## src/rtl/dma_stat_pkg.sv

```systemverilog
package dma_stat_pkg;
  localparam int REG_W    = 16;
  localparam int SEL_W    = 6;
  localparam int BIT_BUF  = 15;
  localparam int SEL_LSB  = 8;
  localparam int BIT_HI   = 7;
  localparam int BIT_LO   = 6;
  localparam int BIT_DONE = 5;
  localparam int BIT_HALF = 4;
  localparam int BIT_OVR  = 3;
  localparam int BIT_HEN  = 0;

  typedef struct packed {
    logic hi;
    logic lo;
    logic done;
    logic half;
    logic ovr;
  } hw_ev_t;
endpackage

```

## src/rtl/dma_lim_chk.sv

```systemverilog
module dma_lim_chk #(
  parameter int ADDR_W     = 16,
  parameter int NPORT      = 2,
  parameter int PERIPH_TOP = 'h07FF
) (
  input  logic [NPORT-1:0]        stb,
  input  logic [NPORT*ADDR_W-1:0] addr,
  input  logic [ADDR_W-1:0]       lim_hi,
  input  logic [ADDR_W-1:0]       lim_lo,
  output logic                    hi_ev,
  output logic                    lo_ev
);
  localparam logic [ADDR_W-1:0] PTOP = ADDR_W'(PERIPH_TOP);

  logic [NPORT-1:0] hi_v;
  logic [NPORT-1:0] lo_v;

  // One comparator pair per access port.
  for (genvar i = 0; i < NPORT; i++) begin : g_port
    logic [ADDR_W-1:0] a;
    assign a       = addr[i*ADDR_W +: ADDR_W];
    assign hi_v[i] = stb[i] && (a > lim_hi);
    assign lo_v[i] = stb[i] && (a < lim_lo) && (a > PTOP);
  end

  assign hi_ev = |hi_v;
  assign lo_ev = |lo_v;
endmodule

```

## src/rtl/dma_cnt_track.sv

```systemverilog
module dma_cnt_track #(
  parameter int CNT_W = 16
) (
  input  logic             clk,
  input  logic             rst_n,
  input  logic             chan_en,
  input  logic             cnt_upd,
  input  logic [CNT_W-1:0] cnt_val,
  output logic             en_rise,
  output logic             half_ev,
  output logic             done_ev
);
  logic             en_q;
  logic [CNT_W-1:0] start_q;
  logic [CNT_W-1:0] half_thr;
  logic             live;

  always_ff @(posedge clk) begin
    if (!rst_n) begin
      en_q    <= 1'b0;
      start_q <= '0;
    end else begin
      en_q <= chan_en;
      if (en_rise) start_q <= cnt_val;
    end
  end

  assign en_rise  = chan_en && !en_q;
  assign half_thr = start_q >> 1;
  // Count updates count only once the session start has been latched.
  assign live     = chan_en && en_q && cnt_upd;
  assign half_ev  = live && (cnt_val == half_thr);
  assign done_ev  = live && (cnt_val == '0);
endmodule

```

## src/rtl/dma_flag_reg.sv

```systemverilog
module dma_flag_reg
  import dma_stat_pkg::*;
(
  input  logic             clk,
  input  logic             rst_n,
  input  hw_ev_t           ev,
  input  logic             en_rise,
  input  logic             buf_load,
  input  logic             buf_store,
  input  logic             reg_wr,
  input  logic [REG_W-1:0] reg_wdata,
  output logic [REG_W-1:0] reg_rdata,
  output logic [SEL_W-1:0] trig_sel,
  output logic             irq
);
  logic             buf_q, hi_q, lo_q, done_q, half_q, ovr_q, hen_q;
  logic             buf_n, hi_n, lo_n, done_n, half_n, ovr_n, hen_n;
  logic [SEL_W-1:0] sel_q, sel_n;
  logic             irq_n;

  always_comb begin
    buf_n  = buf_q;
    hi_n   = hi_q;
    lo_n   = lo_q;
    done_n = done_q;
    half_n = half_q;
    ovr_n  = ovr_q;
    hen_n  = hen_q;
    sel_n  = sel_q;
    if (reg_wr) begin
      hi_n   = reg_wdata[BIT_HI];
      lo_n   = reg_wdata[BIT_LO];
      done_n = reg_wdata[BIT_DONE];
      half_n = reg_wdata[BIT_HALF];
      ovr_n  = reg_wdata[BIT_OVR];
      hen_n  = reg_wdata[BIT_HEN];
      sel_n  = reg_wdata[SEL_LSB +: SEL_W];
    end
    if (en_rise) done_n = 1'b0;
    // Hardware setting wins over a same-cycle software clear.
    if (ev.hi)   hi_n   = 1'b1;
    if (ev.lo)   lo_n   = 1'b1;
    if (ev.done) done_n = 1'b1;
    if (ev.half) half_n = 1'b1;
    if (ev.ovr)  ovr_n  = 1'b1;
    if (buf_store) buf_n = 1'b0;
    if (buf_load)  buf_n = 1'b1;
    irq_n = ev.hi || ev.lo || ev.ovr || ev.done || (ev.half && hen_q);
  end

  always_ff @(posedge clk) begin
    if (!rst_n) begin
      buf_q  <= 1'b0;
      hi_q   <= 1'b0;
      lo_q   <= 1'b0;
      done_q <= 1'b0;
      half_q <= 1'b0;
      ovr_q  <= 1'b0;
      hen_q  <= 1'b0;
      sel_q  <= '0;
      irq    <= 1'b0;
    end else begin
      buf_q  <= buf_n;
      hi_q   <= hi_n;
      lo_q   <= lo_n;
      done_q <= done_n;
      half_q <= half_n;
      ovr_q  <= ovr_n;
      hen_q  <= hen_n;
      sel_q  <= sel_n;
      irq    <= irq_n;
    end
  end

  always_comb begin
    reg_rdata                     = '0;
    reg_rdata[BIT_BUF]            = buf_q;
    reg_rdata[SEL_LSB +: SEL_W]   = sel_q;
    reg_rdata[BIT_HI]             = hi_q;
    reg_rdata[BIT_LO]             = lo_q;
    reg_rdata[BIT_DONE]           = done_q;
    reg_rdata[BIT_HALF]           = half_q;
    reg_rdata[BIT_OVR]            = ovr_q;
    reg_rdata[BIT_HEN]            = hen_q;
  end

  assign trig_sel = sel_q;
endmodule

```

## src/rtl/dma_chan_status.sv

```systemverilog
module dma_chan_status
  import dma_stat_pkg::*;
#(
  parameter int ADDR_W     = 16,
  parameter int CNT_W      = 16,
  parameter int PERIPH_TOP = 'h07FF
) (
  input  logic              clk,
  input  logic              rst_n,
  input  logic              chan_en,
  input  logic              trig_in,
  input  logic              busy,
  input  logic              src_stb,
  input  logic [ADDR_W-1:0] src_addr,
  input  logic              dst_stb,
  input  logic [ADDR_W-1:0] dst_addr,
  input  logic [ADDR_W-1:0] lim_hi,
  input  logic [ADDR_W-1:0] lim_lo,
  input  logic              cnt_upd,
  input  logic [CNT_W-1:0]  cnt_val,
  input  logic              buf_load,
  input  logic              buf_store,
  input  logic              reg_wr,
  input  logic [15:0]       reg_wdata,
  output logic [15:0]       reg_rdata,
  output logic [5:0]        trig_sel,
  output logic              irq
);
  localparam int NPORT = 2;

  hw_ev_t ev;
  logic   en_rise;

  dma_lim_chk #(
    .ADDR_W    (ADDR_W),
    .NPORT     (NPORT),
    .PERIPH_TOP(PERIPH_TOP)
  ) u_lim (
    .stb   ({dst_stb, src_stb}),
    .addr  ({dst_addr, src_addr}),
    .lim_hi(lim_hi),
    .lim_lo(lim_lo),
    .hi_ev (ev.hi),
    .lo_ev (ev.lo)
  );

  dma_cnt_track #(.CNT_W(CNT_W)) u_cnt (
    .clk    (clk),
    .rst_n  (rst_n),
    .chan_en(chan_en),
    .cnt_upd(cnt_upd),
    .cnt_val(cnt_val),
    .en_rise(en_rise),
    .half_ev(ev.half),
    .done_ev(ev.done)
  );

  assign ev.ovr = trig_in && busy;

  dma_flag_reg u_flags (
    .clk      (clk),
    .rst_n    (rst_n),
    .ev       (ev),
    .en_rise  (en_rise),
    .buf_load (buf_load),
    .buf_store(buf_store),
    .reg_wr   (reg_wr),
    .reg_wdata(reg_wdata),
    .reg_rdata(reg_rdata),
    .trig_sel (trig_sel),
    .irq      (irq)
  );
endmodule

```

## config.mk

```make
export PLATFORM = sky130hd
export DESIGN_NAME = dma_chan_status
export DESIGN_NICKNAME = d
export VERILOG_FILES = /design/src/rtl/dma_stat_pkg.sv /design/src/rtl/dma_lim_chk.sv /design/src/rtl/dma_cnt_track.sv /design/src/rtl/dma_flag_reg.sv /design/src/rtl/dma_chan_status.sv
export SDC_FILE = /design/constraint.sdc
export NUM_CORES = 1
export LEC_CHECK = 0
export CAP_MARGIN = 20
export CORE_MARGIN = 2
export CORE_UTILIZATION = 39
export DETAILED_ROUTE_END_ITERATION = 6
export GPL_ROUTABILITY_DRIVEN = 0
export PLACE_DENSITY_LB_ADDON = 0.12
export SYNTH_ARGS = -nofsm -noshare
export SYNTH_HDL_FRONTEND = slang
export SYNTH_HIERARCHICAL = 1
export SYNTH_SLANG_ARGS = --single-unit
```

## constraint.sdc

```tcl
create_clock -name clk -period 2.3 [get_ports clk]
set_clock_uncertainty 0.05 [all_clocks]
set_input_delay 0.69 -clock clk [delete_from_list [all_inputs] [get_ports clk]]
set_output_delay 0.69 -clock clk [all_outputs]
set_load 0.1 [all_outputs]
```

Word-level counts from Yosys, hierarchy flattened

Index checks and enable logic that the tools add are counted.

Output and inout bits: 23
Input bits: 107
Flip-flop bits (word level): 31

Multiplexer cells: 13
Eq/ne operators: 1
Reduce and logical (&&, ||, !) cells: 27
Order comparisons: 6

Operators with widths:

| cell                 | count |
|---|---|
| $gt 16x11->1 const B | 2 |
| $gt 16x16->1         | 2 |
| $lt 16x16->1         | 2 |
| $eq 16x15->1         | 1 |
| $logic_not 16->1     | 1 |
| $logic_and 1x1->1    | 13 |
| $mux 1               | 13 |
| $reduce_bool 2->1    | 5 |
| $logic_or 1x1->1     | 4 |
| $reduce_or 2->1      | 2 |
| $reduce_bool 3->1    | 1 |
| $logic_not 1->1      | 1 |

Longest topological paths before layout

Depth in word-level cells: 8
Gate-level depth with buffers: 9
Mapped depth without buffers: 9

Modules after synthesis

Netlist, hierarchy kept.

By module, submodules not included:

| module          | cells an instance | times used | sequential area each (um^2) | area an instance (um^2) |
|---|---|---|---|---|
| dma_lim_chk     | 196               | 1          | 0.0                         | 1,481.4 |
| dma_cnt_track   | 95                | 1          | 320.3                       | 793.3 |
| dma_flag_reg    | 64                | 1          | 280.3                       | 671.9 |
| dma_chan_status | 1                 | 1          | 0.0                         | 6.3 |

Worst setup path before layout

Ideal clock, no wire load.

Kind: input to register
From: input lim_hi[11]
To: register u_flags.irq
Stages: 8
Arrival time: 2,118 ps
Data required time: 2,119 ps
Path slack: 1 ps
Setup time: 131 ps
Cell sequence: inv_1 > ha_1 > nand4_1 > or4_1 > o21ai_0 > o22ai_1 > nor4_1 > a21boi_0

RTL lines:

| what                 | line                  | source |
|---|---|---|
| start, declared      | dma_chan_status.sv:17 | `input logic [ADDR_W-1:0] lim_hi,` |
| end signal, assigned | dma_flag_reg.sv:71    | `irq <= irq_n;` |
| end, declared        | dma_flag_reg.sv:14    | `output logic irq` |

==> run metrics <==
WHS Endpoint=u_cnt/start_q[3]; Worst VDD drop=0.252 mV; vias in the first global route=3300; P_leak=0.00221 uW; clk buf depth=2; Fill cells=580; RSZ-0062 raised after global routing=yes; Min Hold Slack=0.424 ns; final setup vio count=1; Synthesis Warnings=6; total chip power=2140 uW; Final WS setup=-0.0294 ns; RR Startpoint=u_cnt/start_q[15]; area grow syn2layout=78.9%; most frequent cells in the layout=69 x buf_4, 45 x ha_4, 42 x clkdlybuf4s50_1; Root Driver=clkbuf_8; DR pass1 iterations=4; average vias per placed instance=5.11; first-pass GRT wire length=15.4 mm; post-synthesis area per instance=8.29 um2; Die Ht=91.0 um; commonest non-fill, non-tap cell in the layout=buf_4; HPWL Detailed=6.87 mm; most used cell, CP=buf_6; detailed-route DRC error count=0; Hold Path Origin=u_cnt/start_q[3]; Critical Path RT=2.42 ns; initial antenna violation count=0; CTS Buf Count=5; clk slew on worst S/H paths=0.07 ns; Hold Path Cell Cnt=2; input/output buffers=122; clock sink count=30; status=finished, violations left; slowest CP cell=or4_4; share of cells above drive strength 1=47.9%; Final Max Slew Viols=0; register area share after synthesis=20.3%; Worst Reg-to-Reg Cells=6; HP Class=flop to flop; largest net degree at the start of global routing=32; Critical Path Fanout Max=2; Reg area=601 um2; post-synthesis async set-or-reset flop share=0%; post-synthesis cell type count=46; Mapped Area=0.00295 mm2; num rows=31; wire per inst=16.1 um; Max-cap violations=0; num ports=130; PD cells=405 mW/mm2; TritonCTS clock tree=built; drt total wl=9.91 mm; GRT Total Usage=22.7%; number of DRC markers in iteration 0=67; Layout Nets=684; Core Util, Final=72.5%; period utilization=101%; Critical Path Source Type=primary input; clk_lat worst skew=0.29 ns; CP peak stage delay=0.56 ns; via count=3143; Post-synth EDFFs=0; multi-input logic area=0.00288 mm2; dominant synthesized flop cell=dfxtp_1; violated checks=negative setup slack; R2R Setup Slk=0.69 ns; RR Endpoint=u_flags/half_q; htree depth=2; Initial Utilization=40.5%; flops & latches, synth=30; crit path capture type=flop; Final Hold Vio Count=0; crit path DAT=2.45 ns; Die ar.=0.00828 mm2; gr ovfl total=0; Core ar.=0.00729 mm2; gate count after technology mapping=356; Die Wd=91.0 um; Antenna Violating Nets Remaining=0; ant diodes=0; fin crit period=2.33 ns; hold_buf cts=0; CP Cell Sequence=buf_6 -> inv_4 -> buf_6 -> ha_4 -> nand4_1 -> or4_4 -> o21ai_4 -> o22ai_4 -> nor4_2 -> a21boi_1; Crit Path Category=primary input to flop; fmax=429 MHz
==> stage by stage <==
step	setup WS, ns	instance area (um2)	cells	TNS [ns]
2_1_floorplan	0.000538	2960	358	0
6_report	-0.0294	5280	615	-0.0294
5_1_grt	-0.118	5280	615	-0.140
3_5_place_dp	-0.692	4410	598	-2.68
4_1_cts	-0.00344	5050	611	-0.00344
3_3_place_gp	-0.664	4410	598	-2.60
==> repair_timing <==
item / CTS / global route
resized for setup: 220 / 96
endpoints found under the setup margin: 4 / 3
setup buffers: 5 / 5
pin swaps: 70 / 41
hold endpoints to repair: 0 / 0
==> critical path, delay by kind of cell <==
family / cells / cell delay, ns
adders and majority gates: 1 / 0.25
AOI/OAI and AO/OA: 3 / 0.34
and+or+nand+nor: 3 / 0.94
buffers and inverters: 3 / 0.22
==> metal layers <==
| layer | GRT usage (%) | part of all wire (%) |
|---|---|---|
| met2 | 41.6 | 51 |
| met1 | 27.1 | 41 |
| met5 | 0 | 0 |
| met3 | 4.15 | 5.6 |
| met4 | 5.56 | 1.6 |
==> worst max path at each step <==
| stage | start | cells after the start | end |
|---|---|---|---|
| 3_5_place_dp | lim_hi[10] | 10 | u_flags/irq |
| 6_report | lim_hi[10] | 10 | u_flags/irq |
| 4_1_cts | src_addr[12] | 8 | u_flags/irq |
| 5_1_grt | lim_hi[12] | 11 | u_flags/irq |
| 2_1_floorplan | lim_hi[11] | 8 | u_flags/irq |
| 3_3_place_gp | lim_hi[9] | 10 | u_flags/irq |
==> power breakdown <==
| group | internal (uW) | switching (uW) | total [uW] |
|---|---|---|---|
| registers | 553 | 19.5 | 572 |
| logic | 478 | 559 | 1040 |
| clock network | 319 | 211 | 530 |
| total | 1350 | 790 | 2140 |
==> kinds of logic (layout without fill, tap and decap cells) <==
family / count (synthesis) / after routing / synth area share (%)
simple gates: 103 / 103 / 18.5
compound gates: 74 / 74 / 16.0
fa+ha+maj: 62 / 62 / 26.3
buf+inv: 59 / 217 / 9.83
flops: 30 / 30 / 20.3
xor+xnor: 15 / 15 / 4.45
mux: 12 / 12 / 4.49
other cells: 1 / 3 / 0.127
==> synth_stat cells, types with 3 or more instances <==
cell type	number	area, um2
o22ai_1	3	18.8
nor3b_1	3	22.5
nand4_1	12	75.1
mux2i_1	8	80.1
or4_1	5	37.5
o21ai_0	10	50.1
o21ai_1	3	15.0
dfxtp_1	30	601
nor2_1	10	37.5
nand2b_1	3	18.8
clkbuf_1	4	15.0
nand2_1	40	150
a21boi_0	15	113
nor2b_1	12	75.1
ha_1	62	776
xor2_1	3	26.3
a21oi_1	22	110
o21a_1	5	37.5
nand3_1	4	20.0
buf_4	16	120
inv_1	36	135
nor4_1	5	31.3
xnor2_1	12	105
==> flip-flops by register name, indices dropped and copies added (netlist names) <==
| name | count |
|---|---|
| u_flags/done_q | 1 |
| u_flags/half_q | 1 |
| u_flags/hi_q | 1 |
| u_flags/lo_q | 1 |
| u_cnt/en_q | 1 |
| u_flags/trig_sel | 6 |
| u_flags/hen_q | 1 |
| u_flags/irq | 1 |
| u_flags/buf_q | 1 |
| u_flags/ovr_q | 1 |
| u_cnt/start_q | 15 |
==> area by class of cell <==
class / count / share of cell area [%]
multi-input cells: 269 / 54.5
repair buffers: 172 / 26.8
flip-flops and latches: 30 / 11.4
inverters: 37 / 2.91
well taps: 99 / 2.34
clock buffers: 5 / 1.30
clock inverters: 3 / 0.758
(Power assumes the default switching activity.)
